## config.mk

```make
export PLATFORM = sky130hd
export DESIGN_NAME = lcd_raster_timer
export DESIGN_NICKNAME = d
export VERILOG_FILES = /design/src/rtl/lrt_pkg.sv /design/src/rtl/lrt_pix_div.sv /design/src/rtl/lrt_phase_seq.sv /design/src/rtl/lcd_raster_timer.sv
export SDC_FILE = /design/constraint.sdc
export NUM_CORES = 1
export LEC_CHECK = 0
export ABC_CLOCK_PERIOD_IN_PS = 12900
export BUFFER_PORTS_ARGS = -buffer_cell sky130_fd_sc_hd__buf_2
export CAP_MARGIN = 20
export CORE_UTILIZATION = 63
export DETAILED_ROUTE_END_ITERATION = 7
export GPL_ROUTABILITY_DRIVEN = 0
export PLACE_DENSITY_LB_ADDON = 0.3
export SLEW_MARGIN = 20
export SYNTH_ARGS = -nofsm -noshare
export SYNTH_HDL_FRONTEND = slang
export SYNTH_HIERARCHICAL = 1
export SYNTH_SLANG_ARGS = --single-unit
```

## constraint.sdc

```tcl
create_clock -name clk -period 12.9 [get_ports clk]
set_clock_uncertainty 0.15 [all_clocks]
set_input_delay 1.29 -clock clk [delete_from_list [all_inputs] [get_ports clk]]
set_output_delay 1.29 -clock clk [all_outputs]
set_load 0.01 [all_outputs]
```

## src/rtl/lrt_pkg.sv

```systemverilog
package lrt_pkg;
   localparam int LEN_W = 12;
   localparam int DIV_W = 8;

   typedef enum logic [1:0] {
      PH_ACT  = 2'd0,
      PH_FP   = 2'd1,
      PH_SYNC = 2'd2,
      PH_BP   = 2'd3
   } phase_e;

   typedef struct packed {
      logic   wrap;
      phase_e nxt;
   } step_t;

   typedef struct packed {
      logic [LEN_W-1:0] h_act;
      logic [LEN_W-1:0] h_fp;
      logic [LEN_W-1:0] h_sync;
      logic [LEN_W-1:0] h_bp;
      logic [LEN_W-1:0] v_act;
      logic [LEN_W-1:0] v_fp;
      logic [LEN_W-1:0] v_sync;
      logic [LEN_W-1:0] v_bp;
      logic             inv_h;
      logic             inv_v;
      logic             inv_pclk;
      logic [DIV_W-1:0] div;
   } raster_cfg_t;

   // phase that follows p when p ends; zero-length porches are skipped
   function automatic step_t phase_step(input phase_e p, input logic fp_zero,
                                        input logic bp_zero);
      step_t s;
      s.wrap = 1'b0;
      s.nxt  = PH_ACT;
      case (p)
         PH_ACT:  s.nxt = fp_zero ? PH_SYNC : PH_FP;
         PH_FP:   s.nxt = PH_SYNC;
         PH_SYNC: begin
            s.nxt  = bp_zero ? PH_ACT : PH_BP;
            s.wrap = bp_zero;
         end
         default: begin
            s.nxt  = PH_ACT;
            s.wrap = 1'b1;
         end
      endcase
      return s;
   endfunction

   function automatic raster_cfg_t decode_cfg(input logic [31:0] w0,
                                              input logic [31:0] w1,
                                              input logic [31:0] w2,
                                              input logic [DIV_W-1:0] div_in,
                                              input logic [DIV_W-1:0] min_div);
      raster_cfg_t c;
      c.h_act    = (LEN_W'({w2[3], w0[9:4]}) + LEN_W'(1)) << 4;
      c.h_fp     = LEN_W'({w2[1:0], w0[23:16]}) + LEN_W'(1);
      c.h_bp     = LEN_W'({w2[5:4], w0[31:24]}) + LEN_W'(1);
      c.h_sync   = LEN_W'({w2[30:27], w0[15:10]}) + LEN_W'(1);
      c.v_act    = LEN_W'({w2[26], w1[9:0]}) + LEN_W'(1);
      c.v_fp     = LEN_W'(w1[23:16]);
      c.v_bp     = LEN_W'(w1[31:24]);
      c.v_sync   = LEN_W'(w1[15:10]) + LEN_W'(1);
      c.inv_h    = w2[12];
      c.inv_v    = w2[13];
      c.inv_pclk = w2[14];
      c.div      = (div_in < min_div) ? min_div : div_in;
      return c;
   endfunction
endpackage

```

## src/rtl/lrt_pix_div.sv

```systemverilog
module lrt_pix_div
   import lrt_pkg::*;
(
   input  logic             clk,
   input  logic             rst_n,
   input  logic             run,
   input  logic             restart,
   input  logic [DIV_W-1:0] div,
   output logic             ce,
   output logic             pclk_raw
);
   logic [DIV_W-1:0] cnt_q;
   logic             at_top;

   assign at_top   = (cnt_q == div - DIV_W'(1));
   assign ce       = run & at_top;
   assign pclk_raw = run & (cnt_q < (div >> 1));

   always_ff @(posedge clk or negedge rst_n) begin
      if (!rst_n) begin
         cnt_q <= '0;
      end else if (!run || restart || at_top) begin
         cnt_q <= '0;
      end else begin
         cnt_q <= cnt_q + DIV_W'(1);
      end
   end
endmodule

```

## src/rtl/lrt_phase_seq.sv

```systemverilog
module lrt_phase_seq
   import lrt_pkg::*;
(
   input  logic             clk,
   input  logic             rst_n,
   input  logic             restart,
   input  logic             adv,
   input  logic [LEN_W-1:0] len_act,
   input  logic [LEN_W-1:0] len_fp,
   input  logic [LEN_W-1:0] len_sync,
   input  logic [LEN_W-1:0] len_bp,
   output phase_e           phase,
   output logic             wrap
);
   logic [LEN_W-1:0] cnt_q;
   logic [LEN_W-1:0] cur_len;
   phase_e           ph_q;
   step_t            st;
   logic             last;

   always_comb begin
      case (ph_q)
         PH_ACT:  cur_len = len_act;
         PH_FP:   cur_len = len_fp;
         PH_SYNC: cur_len = len_sync;
         default: cur_len = len_bp;
      endcase
   end

   assign last  = (cnt_q == cur_len - LEN_W'(1));
   assign st    = phase_step(ph_q, len_fp == '0, len_bp == '0);
   assign wrap  = adv & last & st.wrap;
   assign phase = ph_q;

   always_ff @(posedge clk or negedge rst_n) begin
      if (!rst_n) begin
         ph_q  <= PH_ACT;
         cnt_q <= '0;
      end else if (restart) begin
         ph_q  <= PH_ACT;
         cnt_q <= '0;
      end else if (adv) begin
         if (last) begin
            ph_q  <= st.nxt;
            cnt_q <= '0;
         end else begin
            cnt_q <= cnt_q + LEN_W'(1);
         end
      end
   end
endmodule

```

## src/rtl/lcd_raster_timer.sv

```systemverilog
module lcd_raster_timer
   import lrt_pkg::*;
#(
   parameter int MIN_DIV = 2
) (
   input  logic             clk,
   input  logic             rst_n,
   input  logic             raster_en,
   input  logic [31:0]      tim0,
   input  logic [31:0]      tim1,
   input  logic [31:0]      tim2,
   input  logic [DIV_W-1:0] clk_div,
   input  logic             sync_lost,
   input  logic             fifo_underflow,
   output logic             hsync,
   output logic             vsync,
   output logic             de,
   output logic             pix_ce,
   output logic             pix_clk,
   output logic             frame_done,
   output logic             recover
);
   localparam logic [DIV_W-1:0] MIN_DIV_V = DIV_W'(MIN_DIV);

   generate
      if (MIN_DIV < 2 || MIN_DIV >= (1 << DIV_W)) begin : g_bad_min_div
         $error("MIN_DIV must be at least 2 and fit in DIV_W bits");
      end
      if (LEN_W < 12) begin : g_bad_len_w
         $error("LEN_W must hold 2048");
      end
   endgenerate

   raster_cfg_t cfg_q;
   raster_cfg_t cfg_new;
   logic        run_q, frame_done_q, recover_q;
   logic        err, err_restart, start_go, latch, seq_restart, frame_end;
   logic        h_wrap, pclk_raw, hs_raw, vs_raw;
   phase_e      h_ph, v_ph;
   logic        unused_bits;

   assign unused_bits = ^{tim0[3:0], tim2[31], tim2[25:15], tim2[11:6], tim2[2]};
   assign cfg_new     = decode_cfg(tim0, tim1, tim2, clk_div, MIN_DIV_V);

   assign err         = sync_lost & fifo_underflow;
   assign start_go    = ~run_q & raster_en;
   assign err_restart = run_q & raster_en & err;
   assign latch       = start_go | (run_q & raster_en & (err | frame_end));
   assign seq_restart = ~run_q | err_restart;

   lrt_pix_div u_div (
      .clk      (clk),
      .rst_n    (rst_n),
      .run      (run_q),
      .restart  (seq_restart),
      .div      (cfg_q.div),
      .ce       (pix_ce),
      .pclk_raw (pclk_raw)
   );

   lrt_phase_seq u_hseq (
      .clk      (clk),
      .rst_n    (rst_n),
      .restart  (seq_restart),
      .adv      (pix_ce),
      .len_act  (cfg_q.h_act),
      .len_fp   (cfg_q.h_fp),
      .len_sync (cfg_q.h_sync),
      .len_bp   (cfg_q.h_bp),
      .phase    (h_ph),
      .wrap     (h_wrap)
   );

   lrt_phase_seq u_vseq (
      .clk      (clk),
      .rst_n    (rst_n),
      .restart  (seq_restart),
      .adv      (h_wrap),
      .len_act  (cfg_q.v_act),
      .len_fp   (cfg_q.v_fp),
      .len_sync (cfg_q.v_sync),
      .len_bp   (cfg_q.v_bp),
      .phase    (v_ph),
      .wrap     (frame_end)
   );

   always_ff @(posedge clk or negedge rst_n) begin
      if (!rst_n) begin
         cfg_q        <= '0;
         run_q        <= 1'b0;
         frame_done_q <= 1'b0;
         recover_q    <= 1'b0;
      end else begin
         if (latch) cfg_q <= cfg_new;
         if (!run_q)
            run_q <= raster_en;
         else if (err || frame_end)
            run_q <= raster_en;
         frame_done_q <= run_q & ~raster_en & (err | frame_end);
         recover_q    <= err_restart;
      end
   end

   assign de         = run_q & (h_ph == PH_ACT) & (v_ph == PH_ACT);
   assign hs_raw     = run_q & (h_ph == PH_SYNC);
   assign vs_raw     = run_q & (v_ph == PH_SYNC);
   assign hsync      = hs_raw ^ cfg_q.inv_h;
   assign vsync      = vs_raw ^ cfg_q.inv_v;
   assign pix_clk    = pclk_raw ^ cfg_q.inv_pclk;
   assign frame_done = frame_done_q;
   assign recover    = recover_q;
endmodule

```

**Word-level counts from Yosys, hierarchy flattened**

Index checks and enable logic that the tools add are counted.

- Muxes and demuxes: 26
- Shift-type cells: 0
- Bitwise operators: 25
- Multipliers: 0
- Magnitude comparators: 2
- Add/sub/neg operators: 12
- Reductions and logical operators: 18
- Equality and inequality tests: 7
- Divide/modulo/power cells: 0

Operator list:

| kind | count |
|---|---|
| two-way mux 12 bit | 6 |
| case mux 12 bit (3 select lines) | 2 |
| logical NOT 12 bit | 4 |
| adder 10 x 1 -> 11 bit (second input constant) | 3 |
| adder 12 x 1 -> 12 bit (second input constant) | 2 |
| equality test 12 bit | 2 |
| subtractor 12 x 1 -> 12 bit (second input constant) | 2 |
| two-way mux 2 bit | 10 |
| AND 1 bit | 17 |
| two-way mux 8 bit | 2 |
| adder 11 x 1 -> 12 bit (second input constant) | 1 |
| case mux 2 bit (3 select lines) | 2 |
| adder 7 x 1 -> 8 bit (second input constant) | 1 |
| adder 8 x 1 -> 8 bit (second input constant) | 1 |
| equality test 8 bit | 1 |
| less-than comparator 8 x 2 -> 1 bit (second input constant) | 1 |
| less-than comparator 8 x 7 -> 1 bit | 1 |
| nonzero test 2 bit | 4 |
| subtractor 8 x 1 -> 8 bit (second input constant) | 1 |
| adder 6 x 1 -> 7 bit (second input constant) | 1 |
| equality test 2 x 1 -> 1 bit (second input constant) | 2 |
| equality test 2 bit (second input constant) | 2 |
| logical NOT 2 bit | 2 |
| case mux 1 bit (2 select lines) | 2 |
| other kinds (8) | 18 |

- ROM bits: 0
- Flip-flop bits (word level): 134
- Output and inout port bits: 7
- Bits in latches: 0
- Bits in writable memories: 0
- Memories kept: 0

**Depth between registers and ports, before layout**

Gate-level depths: netlist (run 1).

- Depth after elaboration: 11
- Depth in mapped cells: 19
- Depth with buffers taken out: 16

**By module**

The synthesis (run 1) kept the hierarchy.

Modules (own cells, without submodules):

| module | area an instance (sq um) | times used | cells an instance |
|---|---|---|---|
| lcd_raster_timer | 4157.7 | 1 | 441 |
| lrt_phase_seq | 1511.4 | 2 | 158 |
| lrt_pix_div | 818.3 | 1 | 101 |

**Worst setup path after synthesis (run 1)**

OpenSTA, ideal clock, no wires.

- Kind: flip-flop to flip-flop
- Start: register u_hseq.ph_q[0], in the netlist u_hseq/phase[0]
- End: register cfg_q[29] in the netlist's numbering
- Arrival: 4.473 ns
- Setup time: 0.124 ns
- Required time: 12.626 ns
- Cell stages (with the launch flop): 18
- Slack: 8.153 ns
- Period minus slack after synthesis: 4.747 ns
- Path buffers: 4
- Cell sequence: dfrtp_1 -> buf_6 -> mux4_2 -> or3_1 -> buf_6 -> or3_4 -> a2111oi_4 -> o2111ai_2 -> nor2_1 -> nor4bb_1 -> o21ai_0 -> nor4bb_1 -> a21oi_2 -> a21bo_4 -> buf_8 -> buf_4 -> nand2_1 -> o31ai_1

- Word-level cells in the longest chain between the ends: 11
- Elaborated cells between the ends (all ways): 15
- Those cells by class: add/sub (1); eq/ne (3); mux (2); bitwise (7); reduce/logical (2)

Ends and longest elaborated chain:

| what | RTL line | text |
|---|---|---|
| start: declaration | lrt_phase_seq.sv:17 | `phase_e ph_q;` |
| start signal: assignment | lrt_phase_seq.sv:44 | `ph_q <= st.nxt;` |
| equality test 2 bit (tied with other cells) | lrt_pkg.sv:38, lrt_phase_seq.sv:22 |  |
| case mux 12 bit (3 select lines) | lrt_phase_seq.sv:22 | `case (ph_q)` |
| subtractor 12 x 1 -> 12 bit | lrt_phase_seq.sv:30 | `assign last = (cnt_q == cur_len - LEN_W'(1));` |
| equality test 12 bit | lrt_phase_seq.sv:30 |  |
| AND 1 bit | lrt_phase_seq.sv:32 | `assign wrap = adv & last & st.wrap;` |
| AND 1 bit * | lrt_phase_seq.sv:32 |  |
| via h_wrap | lcd_raster_timer.sv:38 | `logic h_wrap, pclk_raw, hs_raw, vs_raw;` |
| AND 1 bit * (2 in series) | lrt_phase_seq.sv:32 |  |
| via frame_end | lcd_raster_timer.sv:37 | `logic err, err_restart, start_go, latch, seq_restart, frame_end;` |
| OR 1 bit * | lcd_raster_timer.sv:48 | `assign latch = start_go \| (run_q & raster_en & (err \| frame_end));` |
| AND 1 bit * | lcd_raster_timer.sv:48 |  |
| OR 1 bit * | lcd_raster_timer.sv:48 |  |
| end signal: assignment | lcd_raster_timer.sv:94 | `if (latch) cfg_q <= cfg_new;` |
| end: declaration | lcd_raster_timer.sv:34 | `raster_cfg_t cfg_q;` |

Mark *: on every way through the listed nets, which the timed path passes. The rest lies on a longest branch.
A chain may end at the register's enable or synchronous reset.

**Worst setup path in the final report (run 1)**

- Start: register u_hseq.ph_q[0], in the netlist u_hseq/phase[0]
- End: register cfg_q[26] in the netlist's numbering

Same word-level chain as after synthesis.

==> impl_metrics.json, run 1 <==
{
  "synth_seq_cells": 126,
  "finalHoldWorstSlack_ps": 332,
  "drive_gt1_share_pct": 16.7,
  "floorplan.die_area_sq_um": 13200,
  "min_period_ps": 6130,
  "cts_resized": 0,
  "n_antenna_cell": 0,
  "report.final.hold_viol_count": 0,
  "post_dp_cell_area_sq_um": 8580,
  "cap_violations": 0,
  "rows": 40,
  "drt_iter0_drc": 554,
  "p_total_w": 0.00127,
  "worst_slew_pin_slew_ps": 945,
  "nets": 1097,
  "drcViolationCount": 0,
  "fill_cells": 889,
  "hold_buffers": 0,
  "synth-edff-count": 0,
  "syn_avg_cell_area_sq_um": 9.32,
  "crit_path_max_fanout": 97,
  "vdd_drop_max_uv": 111,
  "end_kind": "flip-flop",
  "required_ps": 13000,
  "final_common_cell": "nand2_1",
  "cts_buffers": 17,
  "grt_overflow": 0,
  "clk_pin_slew_ps": 50,
  "globalRouteTotalUtil_pct": 30.8,
  "num_vias": 6693,
  "grt_pass1_wl_um": 30600,
  "clock_latency_ps": 430,
  "max-slew-margin-rel_pct": 37.0,
  "fp.coreArea_sq_um": 12200,
  "portBuffers": 92,
  "grt_start_max_net_pins": 98,
  "synth-seq-area-share_pct": 39.4,
  "worst_slack_ps": 6770,
  "preCtsSetupSlack_ps": 6720,
  "routed_via_density": 5.83,
  "synth_warnings": 6,
  "hpwl_um": 13400,
  "grt_pass1_vias": 6427,
  "design_area_sq_um": 9210,
  "antenna_found_initial": 1,
  "synth-async-reset-ratio_pct": 100,
  "final.setup.tns_ps": 0,
  "drv_slew": 0,
  "outcome": "finished, final reports clean",
  "clock_sinks": 126,
  "min_path_type": "flip-flop to flip-flop",
  "power.leakage_nw": 4.14,
  "cts_htree_levels": 4,
  "synth_flop_cell": "dfrtp_1",
  "die_y_um": 115,
  "dieWidth_um": 115,
  "initial_utilization_pct": 65.5,
  "syn_inst": 858,
  "ant_nets": 0,
  "finalSetupViolCount": 0,
  "rsz0062_at_grt": "false",
  "netlist_area_sq_um": 8000,
  "critical_path_class": "flip-flop to flip-flop",
  "synthToLayoutAreaGrowth_pct": 15.1,
  "cts_tree": "done",
  "fmax_mhz": 163,
  "pwr_density_cell_nw_per_um2": 137,
  "seq_area_sq_um": 3150,
  "crit_path_start_kind": "flip-flop",
  "period_share_pct": 47.5,
  "final_cell_mix": "189 x nand2_1, 126 x dfrtp_1, 91 x buf_2",
  "cts_buffer_depth": 2,
  "arrival_ps": 6230,
  "reg2reg_slack_ps": 6770,
  "wire_per_inst_um": 16.2,
  "postCtsSetupBuffers": 0,
  "multi_input_area_sq_um": 4610,
  "dr.pass1.iters": 5,
  "synth_cell_types": 62,
  "io_pins": 116,
  "wl_um": 18700,
  "cts_root_buffer": "clkbuf_16"
}
-- Yosys cell counts, types with 8 or more instances --
cell | n | area share (%)
nand2_1 | 189 | 8.9
dfrtp_1 | 126 | 39
xnor2_1 | 61 | 6.7
o21ai_0 | 50 | 3.1
xor2_1 | 46 | 5.0
nor2_1 | 45 | 2.1
nand3_1 | 38 | 2.4
inv_1 | 30 | 1.4
nor3_1 | 24 | 1.5
mux4_2 | 22 | 6.2
a21oi_1 | 18 | 1.1
and3_1 | 18 | 1.4
ha_1 | 18 | 2.8
nor4_1 | 16 | 1.3
buf_6 | 11 | 1.5
nand4_1 | 9 | 0.70
o21ai_1 | 9 | 0.56
o211ai_1 | 8 | 0.75
-- sequential cells by signal (all words and copies together), names as in the netlist --
signal and flops:
frame_done 1, u_div/cnt_q 8, u_hseq/cnt_q 12, recover 1, run_q 1, u_hseq/phase 2
u_vseq/phase 2, u_vseq/cnt_q 12, cfg_q 87
-- critical path: stages (launching register included) --
cell and delay (ps):
dfrtp_1 960, mux4_2 680, or3_1 510, or3_4 440, a2111oi_4 380, o2111ai_2 210, nor2_1 170, nor4bb_1 210
buf_4 190, o21ai_0 100, nor4bb_1 660, a21oi_2 150, a21bo_4 390, buf_4 440, nand2_1 180, o21ai_0 120
-- stage by stage --
stage	util, %	cells
4_1_cts	75.4	1149
6_report	75.4	1149
2_1_floorplan	-	887
3_3_place_gp	70.2	1119
5_1_grt	75.4	1149
3_5_place_dp	70.2	1119
-- logic make-up after synthesis --
family,after synthesis,share of synthesized area [%]
multiplexers,32,7.88
adder cells (fa/ha/maj),18,2.82
XOR/XNOR,107,11.7
AND/OR/NAND/NOR,379,22.2
buffers and inverters,62,4.38
AO/OA/AOI/OAI,133,11.5
flip-flops,126,39.4
other,1,0.0469
-- path summary, 6_finish.rpt --
path | startpoint | to | depth (start not counted)
worst min register to register | cfg_q[55]$_DFFE_PN0P_ | cfg_q[55]$_DFFE_PN0P_ | 2
worst max-delay path | u_hseq/phase[0]$_DFFE_PN0P_ | cfg_q[26]$_DFFE_PN0P_ | 15
worst min-delay path | cfg_q[55]$_DFFE_PN0P_ | cfg_q[55]$_DFFE_PN0P_ | 2
worst max register to register | u_hseq/phase[0]$_DFFE_PN0P_ | cfg_q[26]$_DFFE_PN0P_ | 15
max in group asynchronous | rst_n | u_div/cnt_q[7]$_DFF_PN0_ | 2
min in group asynchronous | rst_n | cfg_q[88]$_DFFE_PN0P_ | 1
-- where the power goes --
group / switching [W] / leakage, nW / internal, W
Combinational: 0.000144 / 2.21 / 0.000109
Clock: 0.000166 / 0.312 / 0.000346
Sequential: 0.0000536 / 1.62 / 0.000447
Total: 0.000364 / 4.14 / 0.000902
-- layer usage --
metal | up-vias | part of all wire (%) | track usage, %
met5 | - | 0.064 | 0
met4 | 2 | 2.3 | 13.1
met3 | 37 | 6.1 | 7.36
met2 | 230 | 48 | 49.4
met1 | 3209 | 43 | 40.3
li1 | 3215 | - | -
-- area by class of cell --
cell class | instances | share of cell area [%]
Tap cell | 168 | 2.28
Sequential cell | 126 | 34.2
Multi-Input combinational cell | 699 | 50.0
Clock inverter | 6 | 1.41
Inverter | 30 | 1.22
Clock buffer | 24 | 5.45
Timing Repair Buffer | 96 | 5.35
Note: power is estimated with default switching activity, not from simulation.
==> run 2: changes to the inputs <==
--- a/config.mk
+++ b/config.mk
@@ -5,10 +5,10 @@
 export SDC_FILE = /design/constraint.sdc
 export NUM_CORES = 1
 export LEC_CHECK = 0
-export ABC_CLOCK_PERIOD_IN_PS = 12900
+export ABC_CLOCK_PERIOD_IN_PS = 5600
 export BUFFER_PORTS_ARGS = -buffer_cell sky130_fd_sc_hd__buf_2
 export CAP_MARGIN = 20
-export CORE_UTILIZATION = 63
+export CORE_UTILIZATION = 53
 export DETAILED_ROUTE_END_ITERATION = 7
 export GPL_ROUTABILITY_DRIVEN = 0
 export PLACE_DENSITY_LB_ADDON = 0.3
==> constraint.sdc (replaced) <==
create_clock -name clk -period 5.6 [get_ports clk]
set_clock_uncertainty 0.15 [all_clocks]
set_input_delay 0.56 -clock clk [delete_from_list [all_inputs] [get_ports clk]]
set_output_delay 0.56 -clock clk [all_outputs]
set_load 0.01 [all_outputs]
==> run 2 against run 1 <==
  * Hold slack got worse by 300 ps
  * Non-clock buffer count up 6
  * Final cell count increased by 1.9%
  * Maximum frequency up 16%
  * Utilization shrank 12 points
  * Combinational power is 130% higher
  * The flow now finishes with violations (DRC)
  * Critical endpoint is now cfg_q[93]$_DFFE_PN0P_
==> impl_metrics.json, run 2 (synthesized netlist as in run 1, its figures left out) <==
{
  "arrival_ps": 5490,
  "floorplan.die_area_sq_um": 15600,
  "final_common_cell": "nand2_1",
  "clock_sinks": 126,
  "fmax_mhz": 189,
  "ant_nets": 0,
  "grt_overflow": 0,
  "required_ps": 5810,
  "routed_via_density": 5.63,
  "wl_um": 18700,
  "finalSetupViolCount": 0,
  "max-slew-margin-rel_pct": 51.9,
  "grt_pass1_wl_um": 31700,
  "cts_resized": 0,
  "hpwl_um": 14100,
  "vdd_drop_max_uv": 222,
  "period_share_pct": 94.2,
  "violations": "DRC",
  "worst_slack_ps": 323,
  "clk_pin_slew_ps": 50,
  "drt_iter0_drc": 417,
  "hold_buffers": 0,
  "critical_path_class": "flip-flop to flip-flop",
  "drive_gt1_share_pct": 17.3,
  "drcViolationCount": 4,
  "nets": 1103,
  "grt_pass1_vias": 6421,
  "cts_buffers": 17,
  "final.setup.tns_ps": 0,
  "largest_reg_flops": 87,
  "pwr_density_cell_nw_per_um2": 307,
  "path_cells": "mux4_2 -> or3_1 -> or3_4 -> a2111oi_4 -> o2111ai_2 -> nor2_1 -> nor4bb_1 -> o21ai_0 -> nor4bb_1 -> buf_4 -> a21oi_2 -> a21bo_4 -> buf_12 -> nor2_1 -> a32o_1",
  "dieWidth_um": 125,
  "report.final.hold_viol_count": 0,
  "globalRouteTotalUtil_pct": 25.8,
  "dr.pass1.iters": 7,
  "rows": 44,
  "end_kind": "flip-flop",
  "worst_slew_pin_slew_ps": 721,
  "die_y_um": 125,
  "crit_path_max_fanout": 78,
  "crit_family": "simple AND/OR/NAND/NOR gates",
  "num_vias": 6588,
  "drv_slew": 0,
  "crit_path_start_kind": "flip-flop",
  "synthToLayoutAreaGrowth_pct": 15.6,
  "postCtsSetupBuffers": 0,
  "portBuffers": 92,
  "grt_start_max_net_pins": 81,
  "largestRegisters": "cfg_q (87), u_hseq/cnt_q (12), u_vseq/cnt_q (12)",
  "io_pins": 116,
  "preCtsSetupSlack_ps": 201,
  "min_path_type": "primary input to async pin",
  "fp.coreArea_sq_um": 14600,
  "slowest_delay_ps": 620,
  "wire_per_inst_um": 15.9,
  "crit_buf_inv": 2,
  "slowest_stage": "mux4_2",
  "cts_root_buffer": "clkbuf_16",
  "top_register": "cfg_q",
  "min_period_ps": 5280,
  "cts_tree": "done",
  "outcome": "complete, but fails checks",
  "final_core_util_pct": 63.2,
  "cts_buffer_depth": 2,
  "final_cell_mix": "189 x nand2_1, 124 x dfrtp_1, 91 x buf_2",
  "cts_htree_levels": 4,
  "power.leakage_nw": 4.15,
  "initial_utilization_pct": 54.6,
  "rsz0062_at_grt": "false",
  "cap_violations": 0,
  "antenna_found_initial": 0,
  "clock_latency_ps": 420
}
## run 2: cell types whose count changed in the layout (fill, tap and decap cells not counted), moves of 2 or more
| cell | before | now |
|---|---|---|
| dfrtp_1 | 126 | 124 |
| clkbuf_8 | 5 | 3 |
| dfrtp_2 | 0 | 2 |
| buf_4 | 5 | 9 |
## run 2: area by class of cell
cell class	instances	area, sq um
Inverter	30	113
Tap cell	184	230
Sequential cell	126	3160
Clock buffer	22	474
Fill cell	1241	5390
Antenna cell	1	2.50
Timing Repair Buffer	102	554
Clock inverter	7	113
Multi-Input combinational cell	699	4610
## run 2: path summary, 6_finish.rpt
path,startpoint,to,slack (ps),depth (start not counted)
min in group clk,tim2[13],cfg_q[9]$_DFFE_PN0P_,180,3
max in group asynchronous,rst_n,u_hseq/phase[1]$_DFFE_PN0P_,4160,2
setup / recovery,u_hseq/phase[0]$_DFFE_PN0P_,cfg_q[93]$_DFFE_PN0P_,320,15
hold reg to reg,cfg_q[24]$_DFFE_PN0P_,cfg_q[24]$_DFFE_PN0P_,320,2
hold / removal,rst_n,u_hseq/cnt_q[10]$_DFFE_PN0P_,30,1
setup reg to reg,u_hseq/phase[0]$_DFFE_PN0P_,cfg_q[93]$_DFFE_PN0P_,320,15
## run 2: metal layers
metal	global-route usage [%]	wire, um
met1	34.6	8420
met2	41.5	8880
met3	5.67	1030
met4	8.82	338
met5	0	0
## run 2: worst register-to-register path, cell delays in order (launching register included)
cell	delay, ps
dfrtp_2	530
mux4_2	620
or3_1	530
or3_4	450
a2111oi_4	380
o2111ai_2	210
nor2_1	170
nor4bb_1	450
o21ai_0	210
nor4bb_1	320
buf_4	180
a21oi_2	60
a21bo_4	340
buf_12	240
nor2_1	180
a32o_1	180
## run 2: power by group
group,total [W],internal [W],switching (W)
Sequential,0.00115,0.00103,0.000124
Combinational,0.000581,0.000253,0.000328
Clock,0.00111,0.000724,0.000385
Total,0.00284,0.00201,0.000837
## run 2: per-stage QoR
step,cell area [sq um],power [W],hold WS [ps],cells
final,9250,0.00284,30.7,1171
after global routing,9250,0.00299,101,1170
after CTS,9240,0.00286,168,1170
after detailed placement,8650,0.00174,312,1141
after global placement,8650,0.00172,304,1141
after floorplan,8110,0.00155,114,887
==> run 3: changes to the inputs <==
--- a/config.mk
+++ b/config.mk
@@ -5,10 +5,10 @@
 export SDC_FILE = /design/constraint.sdc
 export NUM_CORES = 1
 export LEC_CHECK = 0
-export ABC_CLOCK_PERIOD_IN_PS = 5600
+export ABC_CLOCK_PERIOD_IN_PS = 5000
 export BUFFER_PORTS_ARGS = -buffer_cell sky130_fd_sc_hd__buf_2
 export CAP_MARGIN = 20
-export CORE_UTILIZATION = 53
+export CORE_UTILIZATION = 58
 export DETAILED_ROUTE_END_ITERATION = 7
 export GPL_ROUTABILITY_DRIVEN = 0
 export PLACE_DENSITY_LB_ADDON = 0.3
==> constraint.sdc (replaced) <==
create_clock -name clk -period 5 [get_ports clk]
set_clock_uncertainty 0.15 [all_clocks]
set_input_delay 0.5 -clock clk [delete_from_list [all_inputs] [get_ports clk]]
set_output_delay 0.5 -clock clk [all_outputs]
set_load 0.01 [all_outputs]
==> run 3 against run 2 <==
  * The flow now finishes without violations
  * Design area rose by 1.4%
  * Clock-buffer cell count down 5
  * Via count up 3.1%
  * Power grew 13%
  * Non-clock buffer count increased by 12
  * Sequential power up 12%
  * First-iteration DRC count increased by 24%
  * Critical path depth rose by 1
==> impl_metrics.json, run 3 (synthesized netlist as in run 1, its figures left out) <==
{
  "grt_overflow": 0,
  "ant_nets": 0,
  "wl_um": 19700,
  "clock_latency_ps": 420,
  "grt_start_max_net_pins": 57,
  "dieWidth_um": 119,
  "drv_slew": 0,
  "cts_root_buffer": "clkbuf_16",
  "power.leakage_nw": 4.21,
  "min_path_type": "primary input to flip-flop",
  "globalRouteTotalUtil_pct": 29.9,
  "period_share_pct": 96.0,
  "cts_buffer_depth": 2,
  "pwr_density_cell_nw_per_um2": 342,
  "end_kind": "flip-flop",
  "r2r_start": "u_hseq/phase[0]$_DFFE_PN0P_",
  "min_from": "tim2[12]",
  "p_total_w": 0.00321,
  "max-slew-margin-rel_pct": 51.6,
  "seq_power_share_pct": 40.2,
  "final_core_util_pct": 70.3,
  "switching_power_w": 0.00102,
  "cts_buffers": 17,
  "arrival_ps": 4940,
  "cts_tree": "done",
  "switching_share_pct": 31.8,
  "required_ps": 5140,
  "floorplan.die_area_sq_um": 14300,
  "cap_violations": 0,
  "drive_gt1_share_pct": 19.1,
  "largestRegisters": "cfg_q (87), u_hseq/cnt_q (12), u_vseq/cnt_q (12)",
  "io_pins": 116,
  "num_vias": 6793,
  "combPwrFrac_pct": 21.2,
  "finalHoldWorstSlack_ps": 114,
  "nets": 1115,
  "die_y_um": 119,
  "portBuffers": 92,
  "initial_utilization_pct": 59.9,
  "rows": 42,
  "clock_sinks": 126,
  "finalSetupViolCount": 0,
  "antenna_found_initial": 1,
  "grt_pass1_wl_um": 33300,
  "drcViolationCount": 0,
  "dr.pass1.iters": 5,
  "power_frac_clock_pct": 38.6,
  "crit_path_max_fanout": 26,
  "report.final.hold_viol_count": 0,
  "critical_path_class": "flip-flop to flip-flop",
  "final.setup.tns_ps": 0,
  "wire_per_inst_um": 16.7,
  "drt_iter0_drc": 517,
  "synthToLayoutAreaGrowth_pct": 17.3,
  "largest_reg_flops": 87,
  "crit_path_start_kind": "flip-flop",
  "min_period_ps": 4800,
  "cp-startpoint": "u_hseq/phase[0]$_DFFE_PN0P_",
  "routed_via_density": 5.76,
  "design_area_sq_um": 9380,
  "top_register": "cfg_q",
  "worst_slew_pin_slew_ps": 708,
  "clk_pin_slew_ps": 60,
  "fp.coreArea_sq_um": 13300,
  "hpwl_um": 14200,
  "final_cell_mix": "189 x nand2_1, 123 x dfrtp_1, 91 x buf_2",
  "post_dp_cell_area_sq_um": 8720,
  "final_common_cell": "nand2_1",
  "cts_htree_levels": 4,
  "grt_pass1_vias": 6824,
  "fmax_mhz": 208,
  "outcome": "finished, final reports clean",
  "internal_power_w": 0.00219,
  "vdd_drop_max_uv": 343
}
==> run 3: cell types whose count changed in the layout (fill, tap and decap cells not counted), moves of 2 or more <==
cell	change
buf_12	+2
buf_4	+10
clkbuf_1	-2
clkbuf_8	-3
clkinv_4	+2
clkinvlp_4	+3
inv_6	+5
o21ai_0	-2
o21ai_1	+2
==> run 3: worst paths after layout <==
check | to | slack (ps) | cells after the start
min in group asynchronous | u_hseq/cnt_q[9]$_DFFE_PN0P_ | 360 | 2
max in group asynchronous | u_hseq/phase[1]$_DFFE_PN0P_ | 3280 | 3
worst min-delay path | cfg_q[10]$_DFFE_PN0P_ | 110 | 3
worst max register to register | cfg_q[57]$_DFFE_PN0P_ | 200 | 16
worst min register to register | cfg_q[24]$_DFFE_PN0P_ | 330 | 2
worst max-delay path | cfg_q[57]$_DFFE_PN0P_ | 200 | 16
==> run 3: metal layers <==
layer  global-route usage [%]  part of all wire (%)
met1                     40.0                    44
met3                     6.85                   6.1
met2                     49.1                    48
met4                     7.89                   1.5
met5                        0                     0
==> run 3: repair_timing <==
| item | in CTS | in global routing |
|---|---|---|
| pin swaps | 0 | 2 |
| resized for setup | 1 | 9 |
| setup endpoints to repair | 18 | 86 |
| hold buffers | 1 | 0 |
| hold endpoints to repair | 21 | 0 |
| setup buffers | 0 | 3 |
==> run 3: area by class of cell <==
| cell class | count | area [sq um] |
|---|---|---|
| inverters | 30 | 113 |
| multi-input cells | 699 | 4630 |
| clock buffers | 17 | 425 |
| repair buffers | 114 | 668 |
| diodes | 2 | 5.00 |
| well taps | 176 | 220 |
| fillers | 1066 | 3960 |
| clock inverters | 15 | 161 |
| flip-flops and latches | 126 | 3160 |
==> run 3: worst max-delay path: stages, from the launching register on <==
cell and delay [ps]:
dfrtp_2 450, buf_12 130, mux4_2 570, or3_1 400, or3_4 410, a2111oi_4 410
o2111ai_2 210, nor2_1 170, nor4bb_4 240, o21ai_0 150, nor4bb_1 360, buf_4 200
a21oi_2 60, a21bo_4 320, buf_4 250, nand2_1 100, o21ai_1 70
==> run 3: metrics by stage <==
stage	instances	setup slack [ps]
2_1_floorplan	887	253
3_3_place_gp	1141	89.3
3_5_place_dp	1141	61.3
4_1_cts	1174	53.1
5_1_grt	1177	-44.5
6_report	1179	201
==> run 3: power groups by stage <==
stage	Sequential [W]	Combinational [W]	Clock (W)
floorplan	0.00124	0.000495	0
global placement	0.00130	0.000633	0
detailed placement	0.00130	0.000657	0
CTS	0.00129	0.000669	0.00125
global route	0.00131	0.000764	0.00130
finish	0.00129	0.000679	0.00124
